==> src/rtl/mc_pkg.sv <==
`timescale 1ns/1ps
package mc_pkg;
  typedef enum logic [1:0] {
    MODE_D     = 2'b00,
    MODE_T     = 2'b01,
    MODE_JK    = 2'b10,
    MODE_LATCH = 2'b11
  } store_mode_e;
endpackage

==> src/rtl/mc_and_plane.sv <==
`timescale 1ns/1ps
module mc_and_plane #(
  parameter int N_IN = 8,
  parameter int N_PT = 5,
  localparam int N_LIT = 2 * N_IN
) (
  input  logic [N_IN-1:0]        in_i,
  input  logic [N_PT*N_LIT-1:0]  mask_i,
  output logic [N_PT-1:0]        pt_o
);
  logic [N_LIT-1:0] lit;

  for (genvar i = 0; i < N_IN; i++) begin : g_lit
    assign lit[2*i]   = in_i[i];
    assign lit[2*i+1] = ~in_i[i];
  end

  for (genvar t = 0; t < N_PT; t++) begin : g_term
    logic [N_LIT-1:0] m;
    assign m = mask_i[t*N_LIT +: N_LIT];
    // empty mask yields 0, not the AND identity
    assign pt_o[t] = (|m) & (&(~m | lit));
  end
endmodule

==> src/rtl/mc_sum.sv <==
`timescale 1ns/1ps
module mc_sum #(
  parameter int N_PT  = 5,
  parameter int N_SHR = 4
) (
  input  logic [N_PT-1:0]  pt_i,
  input  logic [N_SHR-1:0] shr_i,
  input  logic [N_SHR-1:0] sen_i,
  input  logic             pol_i,
  input  logic             jk_i,
  output logic             x_o
);
  logic [N_PT-1:0] local_pt;
  logic            sum;

  always_comb begin
    local_pt = pt_i;
    if (jk_i) local_pt[N_PT-1] = 1'b0; // last term serves as K
    sum = (|local_pt) | (|(shr_i & sen_i));
    x_o = sum ^ pol_i;
  end
endmodule

==> src/rtl/mc_store.sv <==
`timescale 1ns/1ps
module mc_store
  import mc_pkg::*;
(
  input  logic        clk_i,
  input  logic        rst_ni,
  input  store_mode_e mode_i,
  input  logic        d_i,
  input  logic        k_i,
  output logic        q_o
);
  logic ff_q;
  logic hold_q;

  always_ff @(posedge clk_i or negedge rst_ni) begin
    if (!rst_ni) begin
      ff_q <= 1'b0;
    end else begin
      unique case (mode_i)
        MODE_T:  ff_q <= ff_q ^ d_i;
        MODE_JK: ff_q <= (d_i & ~ff_q) | (~k_i & ff_q);
        default: ff_q <= d_i;
      endcase
    end
  end

  // latch modelled as value captured at the falling edge plus a clock-high bypass
  always_ff @(negedge clk_i or negedge rst_ni) begin
    if (!rst_ni) hold_q <= 1'b0;
    else         hold_q <= d_i;
  end

  always_comb begin
    if (mode_i == MODE_LATCH) q_o = rst_ni & (clk_i ? d_i : hold_q);
    else                      q_o = ff_q;
  end


  d_follow_chk: assert property (@(posedge clk_i) disable iff (!rst_ni)
    (mode_i == MODE_D) |=> (ff_q == $past(d_i)));

  t_toggle_chk: assert property (@(posedge clk_i) disable iff (!rst_ni)
    (mode_i == MODE_T && d_i) |=> (ff_q != $past(ff_q)));

  jk_hold_chk: assert property (@(posedge clk_i) disable iff (!rst_ni)
    (mode_i == MODE_JK && !d_i && !k_i) |=> $stable(ff_q));

  jk_set_chk: assert property (@(posedge clk_i) disable iff (!rst_ni)
    (mode_i == MODE_JK && d_i && !k_i) |=> ff_q);

  jk_clear_chk: assert property (@(posedge clk_i) disable iff (!rst_ni)
    (mode_i == MODE_JK && !d_i && k_i) |=> !ff_q);
endmodule

==> src/rtl/cfg_macrocell.sv <==
`timescale 1ns/1ps
module cfg_macrocell
  import mc_pkg::*;
#(
  parameter  int N_IN     = 8,
  parameter  int N_PT     = 5,
  parameter  int N_SHR    = 4,
  localparam int N_LIT    = 2 * N_IN,
  localparam int MASK_W   = N_PT * N_LIT,
  localparam int SEN_LO   = MASK_W,
  localparam int POL_BIT  = SEN_LO + N_SHR,
  localparam int MODE_LO  = POL_BIT + 1,
  localparam int OSEL_BIT = MODE_LO + 2,
  localparam int CFG_W    = OSEL_BIT + 1
) (
  input  logic             clk_i,
  input  logic             rst_ni,
  input  logic [N_IN-1:0]  in_i,
  input  logic [N_SHR-1:0] shr_i,
  input  logic [CFG_W-1:0] cfg_i,
  output logic [N_PT-1:0]  pt_o,
  output logic             out_o
);
  store_mode_e mode;
  logic        x;
  logic        q;

  assign mode = store_mode_e'(cfg_i[MODE_LO +: 2]);

  mc_and_plane #(.N_IN(N_IN), .N_PT(N_PT)) u_and (
    .in_i   (in_i),
    .mask_i (cfg_i[MASK_W-1:0]),
    .pt_o   (pt_o)
  );

  mc_sum #(.N_PT(N_PT), .N_SHR(N_SHR)) u_sum (
    .pt_i  (pt_o),
    .shr_i (shr_i),
    .sen_i (cfg_i[SEN_LO +: N_SHR]),
    .pol_i (cfg_i[POL_BIT]),
    .jk_i  (mode == MODE_JK),
    .x_o   (x)
  );

  mc_store u_store (
    .clk_i  (clk_i),
    .rst_ni (rst_ni),
    .mode_i (mode),
    .d_i    (x),
    .k_i    (pt_o[N_PT-1]),
    .q_o    (q)
  );

  assign out_o = cfg_i[OSEL_BIT] ? q : x;


  rst_clear_chk: assert property (@(posedge clk_i)
    (!rst_ni && $past(!rst_ni) && cfg_i[OSEL_BIT]) |-> !out_o);
endmodule

==> config.mk <==
export PLATFORM = sky130hd
export DESIGN_NAME = cfg_macrocell
export DESIGN_NICKNAME = d
export VERILOG_FILES = /design/src/rtl/mc_pkg.sv /design/src/rtl/mc_and_plane.sv /design/src/rtl/mc_sum.sv /design/src/rtl/mc_store.sv /design/src/rtl/cfg_macrocell.sv
export SDC_FILE = /design/constraint.sdc
export NUM_CORES = 1
export LEC_CHECK = 0
export ABC_AREA = 1
export ABC_CLOCK_PERIOD_IN_PS = 1800
export CAP_MARGIN = 20
export CORE_MARGIN = 3
export CORE_UTILIZATION = 34
export DETAILED_ROUTE_END_ITERATION = 6
export PLACE_DENSITY = 0.92
export SYNTH_ARGS = -nofsm -noshare
export SYNTH_HDL_FRONTEND = slang
export SYNTH_SLANG_ARGS = --single-unit
export TNS_END_PERCENT = 20
==> constraint.sdc <==
create_clock -name clk_i -period 1.8 [get_ports clk_i]
set_input_delay 0.27 -clock clk_i [delete_from_list [all_inputs] [get_ports clk_i]]
set_output_delay 0.27 -clock clk_i [all_outputs]
set_load 0.02 [all_outputs]
Word-level counts from Yosys, hierarchy flattened. Cells that the tools add are included.

Input port bits: 102. Output and inout port bits: 6. Register bits after elaboration: 2.

Multiplexer cells: 5. Eq/ne operators: 3. Reduce and logical (&&, ||, !) cells: 12. Bitwise logic cells: 33.

Operators with widths (count): $not 16->16 (5); $or 16x16->16 (5); $reduce_and 16->1 (5); $reduce_or 16->1 (5); $not 1->1 (10); $and 1x1->1 (8); $reduce_or 5->1 (1); $and 4x4->4 (1); $eq 2x2->1 const B (2); $mux 1 (4); $reduce_or 4->1 (1); $eq 2x1->1 const B (1); $or 1x1->1 (2); $pmux 1 s2 (1); $xor 1x1->1 (2).

Logic depth before layout (Yosys ltp). Gate-level depths: netlist of the first run.

Word-level depth: 12. Depth in mapped cells: 15.

By module. From an unflattened synthesis of the first run, not the netlist that was laid out.

Cell total of the unflattened synthesis: 345. Area, all modules: 1450.1 sq um.

By module, submodules not included: mc_and_plane (area each 1173.6 sq um, instances 1, cells each 293, sequential area each 0.0 sq um); mc_store (area each 177.7 sq um, instances 1, cells each 28, sequential area each 50.0 sq um); mc_sum (area each 76.3 sq um, instances 1, cells each 18, sequential area each 0.0 sq um); cfg_macrocell (area each 22.5 sq um, instances 1, cells each 6, sequential area each 0.0 sq um).

==> results of run 1 <==
## layout make-up
type	count	area share (%)
Timing Repair Buffer	124	36.6
Sequential cell	2	1.88
Inverter	79	11.8
Multi-Input combinational cell	241	43.3
Clock buffer	10	4.17
Tap cell	48	2.25
## synth_stat cells
cell type	count
a21oi_1	2
a21oi_2	1
a221oi_1	1
buf_2	1
buf_4	1
buf_6	2
dfrtn_1	1
dfrtp_1	1
ha_1	3
inv_1	73
inv_2	6
nand2_1	126
nand2_2	4
nand3_1	7
nand3_2	3
nand4_1	4
nor2_1	75
nor2_2	4
nor2_4	1
o21a_1	2
o21ai_0	7
o21ai_1	1
## power breakdown
group / switching (mW) / internal [mW] / total [mW]
clock: 0.146 / 0.371 / 0.517
combinational: 0.247 / 0.254 / 0.501
sequential: 0.00504 / 0.0519 / 0.0569
total: 0.398 / 0.677 / 1.07
## worst register-to-register path, stage by stage, from the launching register on
cell and delay [ps]:
dfrtp_1 380, inv_1 80, nor2_1 210, nand2_1 80
o21ai_0 110, a21oi_2 90
## metrics by stage
step                TNS, ps  area (um2)
floorplan              -691        1420
global placement      -5210        2560
detailed placement    -5710        2560
CTS                    -892        2660
global route          -1360        2670
finish                -1270        2670
## placed cells by master (no fill, tap or decap), drive strengths merged, types with 4 or more instances in the layout
master	n
nand2	130
buf	91
nor2	80
inv	79
clkdlybuf4s15	17
dlygate4sd2	13
clkbuf	10
nand3	10
o21ai	8
nand4	4
## flip-flops by register name, indices dropped and copies added, names as in the netlist
register and count:
u_store.ff_q 1, u_store.hold_q 1
## worst max-delay path by stage
stage                   start        endpoint  slack (ps)  depth (start not counted)
2_1_floorplan         in_i[4]  u_store.hold_q        -450                         12
3_3_place_gp          in_i[4]  u_store.hold_q       -1010                         12
3_5_place_dp          in_i[4]  u_store.hold_q       -1100                         12
4_1_cts        u_store.hold_q           out_o        -630                          4
5_1_grt        u_store.hold_q           out_o        -670                          4
6_report       u_store.hold_q           out_o        -650                          4
## routing by layer
layer / routed length (um) / vias up / track usage, %
met5: 0 / - / 0
met4: 292 / 0 / 14.3
met3: 758 / 34 / 9.64
met2: 3220 / 153 / 45.8
met1: 2420 / 1053 / 27.2
li1: - / 1201 / -
## kinds of logic after synthesis
logic type	count (synthesis)
DFF	2
and+or+nand+nor	224
AOI/OAI and AO/OA	14
adders and majority gates	3
buffers and inverters	83
## repair_timing
| action | 4_1_cts | 5_1_grt |
|---|---|---|
| hold endpoints to repair | 0 | 0 |
| hold buffers | 0 | 0 |
| pin swaps | 131 | 3 |
| resized for setup | 421 | 7 |
| setup buffers | 9 | 0 |
| gates cloned | 2 | 0 |
| setup endpoints to repair | 10 | 5 |
==> results.txt, run 1 <==
DR WL/cell: 13.3 um
Failing checks: negative setup slack
Final Util: 69.7%
Largest net degree at the start of global routing: 11
Worst path cell trace: o21a_1 > a21oi_2 > a21oi_2 > buf_4
Largest family of logic cells by synthesized area: simple AND/OR/NAND/NOR gates
Cells after Synth: 326
Area of the multi-input gates: 1150 um2
Skew-Pair Late Insertion Delay: 330 ps
IO buf count: 107
Slowest Stage Delay on Critical Path: 400 ps
Status: finished with violations
Req. time, crit path: 1530 ps
Distinct cell type count after synthesis: 22
Synth Register Bits: 2
Antenna cells: 0
Worst R2R Start: u_store.ff_q
Post-layout total power: 1.07 mW
Sequential cell area: 50.0 um2
Final Wtd Congestion: 0.861
Drt pass-1 iters: 7
Routed vias/inst: 4.84
Area grow syn2layout: 89.5%
YS warnings: 0
CP max FO: 1
Worst min-delay path class: input pin to async pin
Io pins: 108
Worst Tran Pin Value: 249 ps
Worst-path clk slew: 30 ps
Simple-Gate Fraction of Synth Area: 64.4%
VDD IR max: 0.000313 V
R2r setup slk: 740 ps
Dpl hpwl: 4720 um
Drt total wl: 6690 um
Kind of critical path: flop to output pin
Max Cap Viol: 0
Nets@finish: 561
Largest delay share family, worst path: flip-flops
Skew final: 0 ps
Core area: 3830 um2
CP Launch Type: flop
Antenna Nets Post-Route: 0
Die span in y: 70.3 um
Register area share after synthesis: 3.56%
Syn Area/Cell: 4.32 um2
Fin. max-slew vios: 0
Vias in the first global route: 2467
Die area: 4950 um2
Area share of fa/ha/maj cells after synthesis: 2.67%
Fillers: 368
Die Wd: 70.3 um
Gr usage total: 26.4%
Worst R2R End: u_store.ff_q
Mapped Area: 1410 um2
Path depth of the worst reg2reg path: 5
Share of layout cells above drive strength 1: 35.3%
CTS tree: done
Final Worst Setup Slack: -653 ps
CP max-delay cell: dfrtn_1
WHS: 254 ps
Post-synthesis xor/xnor area fraction: 0%
Post-synthesis mux area share: 0%
Dpl cells: 484
Net Count, Synth: 431
Final setup vio count: 3
First-pass GRT wire length: 10400 um
Row Count: 22
1st-iter DRT viols: 200
Crit path capture type: output pin
Total grt overflow: 0
CP Buf/Inv Count: 1
Vias: 2441
Final Non-Filler Cells: 504
Post-synth top area share: 33.6%
Unrepaired setup endpoints after global routing: true
Yosys top cell by area: nand2_1
Starting Density: 36.8%
Critical Path Most Common Cell: a21oi_2
Synth Area in Compound Gates: 5.87%
Cell area power density: 403 nW/um2
Initial antenna violation count: 0
Leakage power: 1.64 nW
Pre-CTS setup slack: -1100 ps
Normalized max-slew margin: 83.3%
Fin. Hold Viols: 0
CP arrival: 2180 ps
# DRC: 0
Synth top area cells: nand2_1, nor2_1, inv_1
(Power assumes the default switching activity.)
==> run 2: changes to the inputs <==
--- a/config.mk
+++ b/config.mk
@@ -6,13 +6,14 @@
 export NUM_CORES = 1
 export LEC_CHECK = 0
 export ABC_AREA = 1
-export ABC_CLOCK_PERIOD_IN_PS = 1800
+export ABC_CLOCK_PERIOD_IN_PS = 2100
 export CAP_MARGIN = 20
 export CORE_MARGIN = 3
-export CORE_UTILIZATION = 34
+export CORE_UTILIZATION = 32
 export DETAILED_ROUTE_END_ITERATION = 6
-export PLACE_DENSITY = 0.92
+export PLACE_DENSITY = 0.9
 export SYNTH_ARGS = -nofsm -noshare
 export SYNTH_HDL_FRONTEND = slang
+export SYNTH_HIERARCHICAL = 1
 export SYNTH_SLANG_ARGS = --single-unit
 export TNS_END_PERCENT = 20
==> constraint.sdc (replaced) <==
create_clock -name clk_i -period 2.1 [get_ports clk_i]
set_input_delay 0.315 -clock clk_i [delete_from_list [all_inputs] [get_ports clk_i]]
set_output_delay 0.315 -clock clk_i [all_outputs]
set_load 0.02 [all_outputs]
==> run 2 against run 1 <==
Effect of this change: the flow still finishes with violations (negative setup slack); sequential share of layout area down 0.094 points; register-to-register slack gained 570 ps; sequential cell count unchanged; clock power is 14% lower; worst hold slack better by 54 ps; first-iteration DRC count fell by 43%; utilization decreased by 2.4 points; synthesized cell count rose by 5.8%; power fell by 17%; synthesized area grew 3.0%; die area is 8.6% higher; critical path type unchanged.
==> results.txt, run 2 <==
Status: finished with violations
Failing checks: negative setup slack
IO buf count: 107
R2r setup slk: 1310 ps
Leakage power: 1.81 nW
Area grow syn2layout: 93.6%
Io pins: 108
Skew final: 0 ps
Synth top area cells: nand2_1, inv_1, nor2_1
Net Count, Synth: 450
Final Wtd Congestion: 0.849
Syn Area/Cell: 4.20 um2
Worst Tran Pin Value: 228 ps
CTS tree: done
Distinct cell type count after synthesis: 15
Setup crit start: u_store/hold_q
Routed vias/inst: 4.55
Unrepaired setup endpoints after global routing: true
Dpl hpwl: 4970 um
Final Worst Setup Slack: -539 ps
Setup TNS: -851 ps
Max Cap Viol: 0
DR WL/cell: 12.1 um
Path depth of the worst reg2reg path: 3
Share of layout cells above drive strength 1: 16.9%
Die area: 5380 um2
Most frequent cells after synthesis: nand2_1, inv_1, nor2_1
Final instance area: 2810 um2
Worst-path clk slew: 30 ps
Most common cell after layout, fill and taps aside: nand2_1
Fin. Hold Viols: 0
Post-synth top area share: 35.5%
YS warnings: 6
Worst R2R End: u_store/ff_q
Kind of critical path: flop to output pin
Drt total wl: 6440 um
First-pass GRT wire length: 9960 um
Most frequent cell after synthesis: nand2_1
Yosys top cell by area: nand2_1
Final setup vio count: 5
Antenna Nets Post-Route: 0
Normalized max-slew margin: 84.9%
Largest net degree at the start of global routing: 11
1st-iter DRT viols: 114
Core area: 4170 um2
Initial antenna violation count: 0
CP max FO: 1
# DRC: 0
Synth Register Bits: 2
Vias: 2432
Total grt overflow: 0
Commonest non-fill, non-tap cells in the layout: nand2_1, inv_1, dlygate4sd2_1, nor2_1, buf_4
Nets@finish: 589
CP Capture Point: out_o
Crit path capture type: output pin
Row Count: 23
Drt pass-1 iters: 4
Cells after Synth: 345
Antenna cells: 0
Die span in y: 73.3 um
CP arrival: 2320 ps
Primary FF master, synth: dfrtp_1
CP Launch Type: flop
Req. time, crit path: 1780 ps
Starting Density: 34.8%
Die Wd: 73.3 um
Fin. max-slew vios: 0
Cell area power density: 316 nW/um2
Register area share after synthesis: 3.45%
Worst min-delay path class: input pin to async pin
Largest registers: u_store/ff_q: 1 flops, u_store/hold_q: 1 flops
Mapped Area: 1450 um2
EDFF count, synth: 0
Worst R2R Start: u_store/ff_q
Synth async-reset ratio: 100%
Gr usage total: 23.7%
Vias in the first global route: 2373
Skew-Pair Late Insertion Delay: 320 ps
VDD IR max: 0.000203 V
Placed inst area: 2720 um2
-- run 2: cell count changes after synthesis, sizes merged, moves of 2 or more --
cell / before / now
nand2: 130 / 139
a21oi: 3 / 1
nor2: 80 / 90
o21a: 2 / 0
nand3: 10 / 1
o21ai: 8 / 5
inv: 79 / 90
nand4: 4 / 10
-- run 2: logic make-up (layout without fill, tap and decap cells) --
family	after synthesis	after routing	synth area share [%]
compound gates	6	6	2.07
flops	2	2	3.45
buf+inv	93	232	25.6
fa+ha+maj	3	3	2.59
simple gates	241	241	66.3
-- run 2: repair_timing --
item / CTS / global route
gates resized for setup: 147 / 8
setup endpoints to repair: 13 / 6
buffers inserted: 5 / 0
hold buffers: 0 / 0
pin swaps: 59 / 14
-- run 2: metrics by stage --
stage | hold slack, ps | util, % | total power [mW] | cells | worst slack (ps)
2_1_floorplan | 19.4 | - | 0.224 | 345 | -408
3_3_place_gp | 515 | 65.2 | 0.486 | 520 | -901
3_5_place_dp | 545 | 65.2 | 0.496 | 520 | -965
4_1_cts | 294 | 67.0 | 0.884 | 534 | -546
5_1_grt | 291 | 67.3 | 0.947 | 534 | -579
6_report | 308 | 67.3 | 0.887 | 534 | -539
-- run 2: worst min path at each step --
| stage | from | end | slack, ps | depth (start not counted) |
|---|---|---|---|---|
| final | rst_ni | u_store/ff_q | 310 | 2 |
| after global routing | rst_ni | u_store/ff_q | 290 | 2 |
| after CTS | rst_ni | u_store/ff_q | 290 | 2 |
| after detailed placement | u_store/ff_q | u_store/ff_q | 540 | 3 |
| after global placement | u_store/ff_q | u_store/ff_q | 520 | 3 |
| after floorplan | rst_ni | u_store/ff_q | 20 | 0 |
-- run 2: final cells by class --
cell class / instances / area (um2)
fillers: 399 / 1370
repair buffers: 132 / 1150
multi-input cells: 250 / 1090
inverters: 90 / 338
clock buffers: 10 / 115
well taps: 50 / 62.6
flip-flops and latches: 2 / 50.0
-- run 2: critical path: stages, from the launching register on --
cell	delay, ps
dfrtn_1	420
nor2_2	60
nor2_1	90
nand2_1	50
nand2_1	60
nand2_1	50
nand2_1	70
buf_6	120
-- run 2: report_power, final --
part / switching (mW) / internal, mW
registers: 0.00428 / 0.0445
logic: 0.189 / 0.203
clock network: 0.129 / 0.317
-- run 2: metal layers --
layer | share of wire, % | GRT usage (%) | up-vias
met5 | 0 | 0 | -
met4 | 2.6 | 9.05 | 0
met3 | 8.6 | 5.75 | 19
met2 | 50 | 44.0 | 106
met1 | 39 | 25.7 | 1053
li1 | - | - | 1254
